[src/rtl/fifo_ofs_pkg.sv]
package fifo_ofs_pkg;

  typedef enum logic {
    SIDE_EMPTY = 1'b0,
    SIDE_FULL  = 1'b1
  } ofs_side_e;

  // depth-dependent reset value of both offsets
  function automatic int unsigned ofs_default(input int unsigned depth);
    if (depth <= 256)      return 31;
    else if (depth <= 512) return 63;
    else                   return 127;
  endfunction

endpackage

[src/rtl/fifo_ofs_seq.sv]
module fifo_ofs_seq
  import fifo_ofs_pkg::*;
(
  input  logic      clk,
  input  logic      rst,
  input  logic      sel_n,
  input  logic      wr_n,
  input  logic      rd_n,
  input  logic      fwft,
  output logic      wr_go,
  output logic      rd_go,
  output ofs_side_e side
);

  // write wins over readback; readback refused in fall-through mode
  always_comb begin
    wr_go = !sel_n && !wr_n;
    rd_go = !sel_n && wr_n && !rd_n && !fwft;
  end

  always_ff @(posedge clk) begin
    if (rst || sel_n) begin
      side <= SIDE_EMPTY;
    end else if (wr_go || rd_go) begin
      side <= (side == SIDE_EMPTY) ? SIDE_FULL : SIDE_EMPTY;
    end
  end

endmodule

[src/rtl/fifo_ofs_regs.sv]
module fifo_ofs_regs
  import fifo_ofs_pkg::*;
#(
  parameter int unsigned OFS_W = 12,
  parameter logic [OFS_W-1:0] RST_VAL = '0
) (
  input  logic             clk,
  input  logic             rst,
  input  logic             wr_go,
  input  ofs_side_e        side,
  input  logic [OFS_W-1:0] wdata,
  output logic [OFS_W-1:0] empty_q,
  output logic [OFS_W-1:0] full_q
);

  logic [OFS_W-1:0] ofs_q [2];

  for (genvar g = 0; g < 2; g++) begin : g_ofs
    always_ff @(posedge clk) begin
      if (rst) begin
        ofs_q[g] <= RST_VAL;
      end else if (wr_go && (int'(side) == g)) begin
        ofs_q[g] <= wdata;
      end
    end
  end

  assign empty_q = ofs_q[int'(SIDE_EMPTY)];
  assign full_q  = ofs_q[int'(SIDE_FULL)];

endmodule

[src/rtl/fifo_ofs_rbk.sv]
module fifo_ofs_rbk
  import fifo_ofs_pkg::*;
#(
  parameter int unsigned OFS_W = 12
) (
  input  logic             clk,
  input  logic             rst,
  input  logic             rd_go,
  input  ofs_side_e        side,
  input  logic [OFS_W-1:0] empty_q,
  input  logic [OFS_W-1:0] full_q,
  output logic [OFS_W-1:0] rb_q
);

  always_ff @(posedge clk) begin
    if (rst) begin
      rb_q <= '0;
    end else if (rd_go) begin
      rb_q <= (side == SIDE_FULL) ? full_q : empty_q;
    end
  end

endmodule

[src/rtl/fifo_ofs_regfile.sv]
module fifo_ofs_regfile
  import fifo_ofs_pkg::*;
#(
  parameter int unsigned DEPTH = 1024,
  parameter int unsigned OFS_W = 12
) (
  input  logic             clk,
  input  logic             rst,
  input  logic             sel_n,
  input  logic             wr_n,
  input  logic             rd_n,
  input  logic             fwft,
  input  logic [OFS_W-1:0] wdata,
  output logic [OFS_W-1:0] empty_ofs,
  output logic [OFS_W-1:0] full_ofs,
  output logic [OFS_W-1:0] rb_data
);

  localparam logic [OFS_W-1:0] DEF_OFS = OFS_W'(ofs_default(DEPTH));

  logic      wr_go;
  logic      rd_go;
  ofs_side_e side;

  fifo_ofs_seq u_seq (
    .clk   (clk),
    .rst   (rst),
    .sel_n (sel_n),
    .wr_n  (wr_n),
    .rd_n  (rd_n),
    .fwft  (fwft),
    .wr_go (wr_go),
    .rd_go (rd_go),
    .side  (side)
  );

  fifo_ofs_regs #(
    .OFS_W   (OFS_W),
    .RST_VAL (DEF_OFS)
  ) u_regs (
    .clk     (clk),
    .rst     (rst),
    .wr_go   (wr_go),
    .side    (side),
    .wdata   (wdata),
    .empty_q (empty_ofs),
    .full_q  (full_ofs)
  );

  fifo_ofs_rbk #(
    .OFS_W (OFS_W)
  ) u_rbk (
    .clk     (clk),
    .rst     (rst),
    .rd_go   (rd_go),
    .side    (side),
    .empty_q (empty_ofs),
    .full_q  (full_ofs),
    .rb_q    (rb_data)
  );

endmodule

[config.mk]
export PLATFORM = sky130hd
export DESIGN_NAME = fifo_ofs_regfile
export DESIGN_NICKNAME = d
export VERILOG_FILES = /design/src/rtl/fifo_ofs_pkg.sv /design/src/rtl/fifo_ofs_seq.sv /design/src/rtl/fifo_ofs_regs.sv /design/src/rtl/fifo_ofs_rbk.sv /design/src/rtl/fifo_ofs_regfile.sv
export SDC_FILE = /design/constraint.sdc
export NUM_CORES = 1
export LEC_CHECK = 0
export BUFFER_PORTS_ARGS = -buffer_cell sky130_fd_sc_hd__buf_2
export CAP_MARGIN = 20
export CORE_UTILIZATION = 44
export CTS_CLUSTER_DIAMETER = 60
export CTS_CLUSTER_SIZE = 28
export DETAILED_ROUTE_END_ITERATION = 12
export PLACE_DENSITY = 0.82
export SLEW_MARGIN = 20
export SYNTH_ARGS = -nofsm -noshare
export SYNTH_HDL_FRONTEND = slang
export SYNTH_HIERARCHICAL = 1
export SYNTH_SLANG_ARGS = --single-unit
[constraint.sdc]
create_clock -name clk -period 1.4 [get_ports clk]
set_input_delay 0.28 -clock clk [delete_from_list [all_inputs] [get_ports clk]]
set_output_delay 0.28 -clock clk [all_outputs]
set_load 0.05 [all_outputs]
Word level (Yosys, flattened, before mapping)
Memories as Yosys holds them, arrays and structs flattened.
Index checks and enable logic that the tools add are counted.

word-level totals
  input bits = 18
  logic and storage cells = 30
  memory bits (writable) = 24
  bits in registers = 13
  output and inout bits = 36
  memories kept = 1

memory list
  memory        words  bits a word  rd ports  clocked after Yosys merged registers in  wr ports  line                 source
  u_regs.ofs_q  2      12           2         0                                        2         fifo_ofs_regs.sv:16  logic [OFS_W-1:0] ofs_q [2];

operators by class
  bitwise operators = 3
  reductions and logical operators = 12
  muxes and demuxes = 12

operator list
  kind               number
  2-to-1 mux 12 bit  3
  2-to-1 mux 1 bit   9
  logical AND 1 bit  6
  zero test 1 bit    4
  logical OR 1 bit   2
  bitwise OR 1 bit   2
  inverter 1 bit     1

Depth between registers and ports, before layout
  depth after elaboration = 7
  depth in mapped cells = 4

Hierarchy
The synthesis kept the hierarchy.

modules (own cells, without submodules)
  module         times used  area an instance (um^2)  cells an instance
  fifo_ofs_regs  1           942.2                    68
  fifo_ofs_rbk   1           519.2                    52
  fifo_ofs_seq   1           61.3                     7

Least setup slack after synthesis
OpenSTA, ideal clock, no wires.

  path kind = input-to-reg
  start point = in sel_n
  end point = reg u_rbk.rb_q[3]
  arrival time = 1.429 ns
  library setup time = 0.086 ns
  cell stages on the path = 4
  slack = -0.114 ns
  buffers on the path = 1
  required time = 1.314 ns
  cells stage by stage = nor4b_1 buf_2 nor2_1 a211oi_1

between the ends
  longest elaborated chain between the ends = 4

ends and longest elaborated chain
  element                          line                   source
  start, declared                  fifo_ofs_regfile.sv:9  input logic sel_n,
  zero test 1 bit                  fifo_ofs_seq.sv:18     rd_go = !sel_n && wr_n && !rd_n && !fwft;
  logical AND 1 bit (3 in series)  fifo_ofs_seq.sv:18
  end signal, assigned             fifo_ofs_rbk.sv:19     rb_q <= (side == SIDE_FULL) ? full_q : empty_q;
  end, declared                    fifo_ofs_rbk.sv:12     output logic [OFS_W-1:0] rb_q

Every way passes these cells.
A chain may end at the register's enable or synchronous reset.

Worst setup path in the final report
  start point = reg u_seq.side
  end point = reg u_rbk.rb_q[9]

between the ends
  longest elaborated chain between the ends = 1

ends and longest elaborated chain
  element                 line                source
  start, declared         fifo_ofs_seq.sv:12  output ofs_side_e side
  start signal, assigned  fifo_ofs_seq.sv:25  side <= (side == SIDE_EMPTY) ? SIDE_FULL : SIDE_EMPTY;
  2-to-1 mux 12 bit       fifo_ofs_rbk.sv:19

Every way passes these cells.

==> run metrics <==
status=finished, final reports clean; total routed wirelength=3463 um; Buffers on Ports=53; Root Buffer=clkbuf_4; RR Startpoint=u_seq/side; CP max-delay cell=dfxtp_1; Post-CTS Resized=0; Yosys top cell area share=47.33%; GR Overflow Total=0; Final HPWL DP=2718 um; initial antenna violation count=0; clk sinks=37; H-Tree Depth=2; total global-route track usage=21.28%; ant diodes=0; crit-path max cell delay=0.52 ns; Vias per Instance=4.936; Hold Path Stages=3; CP Launch Type=flip-flop; Post-Syn Area=1523 sq um; Final min period=1.310 ns; yosys warns=6; flop and latch count out of synthesis=37; Die Area=3700 sq um; worst skew pair latency=0.35 ns; post-CTS setup buffer count=0; Worst setup EP type=flip-flop; Critical Path End=u_rbk/rb_q[9]; detailed router's first-iteration violation count=66; Max Clk Rate=763.4 MHz; synthesis-to-layout area growth=32.79%; Layout Nets=209; worst slew pin tran=0.3155 ns; R2R setup slack=0.09 ns; TritonRoute pass-1 iters=4; Final Wtd Congestion=0.7995; Max Cap Viol=0; data required time of the worst path=1.64 ns; Worst-path clk slew=0.11 ns; Synth area leaders=edfxtp_1 47%, dfxtp_1 17%, mux2i_1 7.9%; Hold WS=0.2087 ns; HP Class=in -> reg; Avg WL per Cell=14.67 um; worst vdd ir=0.5212 mV; Worst path depth=3; pin count of the biggest net entering global routing=25; core area=3178 sq um; Routed Antenna Nets=0; number of distinct library cells after synthesis=19; overall power=2.423 mW; vias in the first global route=1169; CP startpoint=u_seq/side; Syn Nets=145; Avg Inst Size Synth=11.99 sq um; Die X=60.83 um; worst slew margin relative to its limit=78.94%; post-synthesis sequential area ratio=64.42%; Initial Util=47.91%; fillcell total=250; CTS Buf Count=5; Leakage=0.7805 nW; Final Skew=0.005719 ns; Ports=54; CTS Buffer Depth=2; fraction of layout cells with a size suffix above 1=39.58%; Place WS=0.01575 ns; Worst Path Buf+Inv=1; critical path fanouts, max=10; r2r endpoint=u_rbk/rb_q[9]; Row Count=20; first-pass GRT wire length=5437 um; fin crit share=93.57%; final hold violation count=0; PD cells=1198 nW/um^2; chip height=60.83 um; RSZ-0062 raised after global routing=no; total number of vias=1165; Mapped Cells=127; crit path DAT=1.55 ns; Slew Viols, Final=0; Worst Path Class, Setup=reg -> reg; DRC=0; post-route setup TNS=0 ns; Synth area leader=edfxtp_1; Post-CTS Hold Buffers=0; setup violators final=0; Worst Reg-to-Reg Cells=3; CTS tree=yes; worst setup margin=0.09000 ns; crit-path cells=buf_4 > mux2i_1 > a211oi_1; cell family with most CP delay=flip-flops
-- placed cells by master, fill, tap and decap left out, types with 2 or more instances in the layout --
master and count:
a211oi_1 12, buf_12 3, buf_2 53, buf_4 7
clkbuf_4 5, dfxtp_1 13, edfxtp_1 24, mux2i_1 12
nand2_1 15, nand2b_1 7, nor2_1 28, nor2_2 2
-- area by class of cell --
cell class                      instances  area (sq um)  area share (%)
Sequential cell                        37         980.9           48.51
Tap cell                               44         55.05           2.723
Clock buffer                            6         62.56           3.094
Multi-Input combinational cell         84         510.5           25.25
Timing Repair Buffer                   63         377.9           18.69
Clock inverter                          2         35.03           1.733
-- worst min-delay path by stage --
stage / startpoint / end
finish: wdata[3] / u_regs/ofs_q[0][3]
global route: wdata[2] / u_regs/ofs_q[0][2]
CTS: wdata[3] / u_regs/ofs_q[1][3]
detailed placement: u_rbk/rb_q[1] / u_rbk/rb_q[1]
global placement: u_rbk/rb_q[6] / u_rbk/rb_q[6]
floorplan: rst / u_rbk/rb_q[10]
-- power breakdown --
group	switching (mW)	internal (mW)
Combinational	0.243	0.114
Sequential	0.0252	1.20
Clock	0.359	0.481
-- layer usage --
metal | part of all wire [%] | up-vias | track usage, %
met1 | 41 | 543 | 24.83
met4 | 2.0 | 0 | 11.36
met3 | 4.4 | 7 | 6.183
li1 | - | 580 | -
met2 | 53 | 35 | 35.48
met5 | 0 | - | 0
-- Yosys cell counts (all sizes together) --
cell type,n
buf,4
nor2,30
edfxtp,24
clkbuf,2
nor4b,1
nor3,1
mux2i,12
mux2,1
o21ai,1
and2,1
nor3b,1
nand2,15
and2b,1
a211oi,12
dfxtp,13
nand2b,8
-- flip-flops by register name, indices dropped and copies added, names as in the netlist --
signal	count
u_rbk/rb_q	12
u_regs/ofs_q	24
u_seq/side	1
-- worst min-delay path, delay by kind of cell --
kind                   cells  cell delay [ns]
AND/OR/NAND/NOR            2             0.09
buffers and inverters      1             0.07
-- logic make-up (layout without fill, tap and decap cells) --
family                 Yosys count  after routing  share of synthesized area (%)
muxes                           13             13                          8.628
AOI/OAI and AO/OA               13             13                          6.245
buffers and inverters            6             71                          3.040
DFF                             37             37                          64.42
and+or+nand+nor                 58             58                          17.67
-- stage by stage --
stage	util, %	std cells	area (sq um)
6_report	63.62	236	2022
5_1_grt	63.62	236	2022
3_3_place_gp	60.55	228	1924
3_5_place_dp	60.55	228	1924
4_1_cts	63.62	236	2022
2_1_floorplan	-	127	1529
Note: power is estimated with default switching activity, not from simulation.
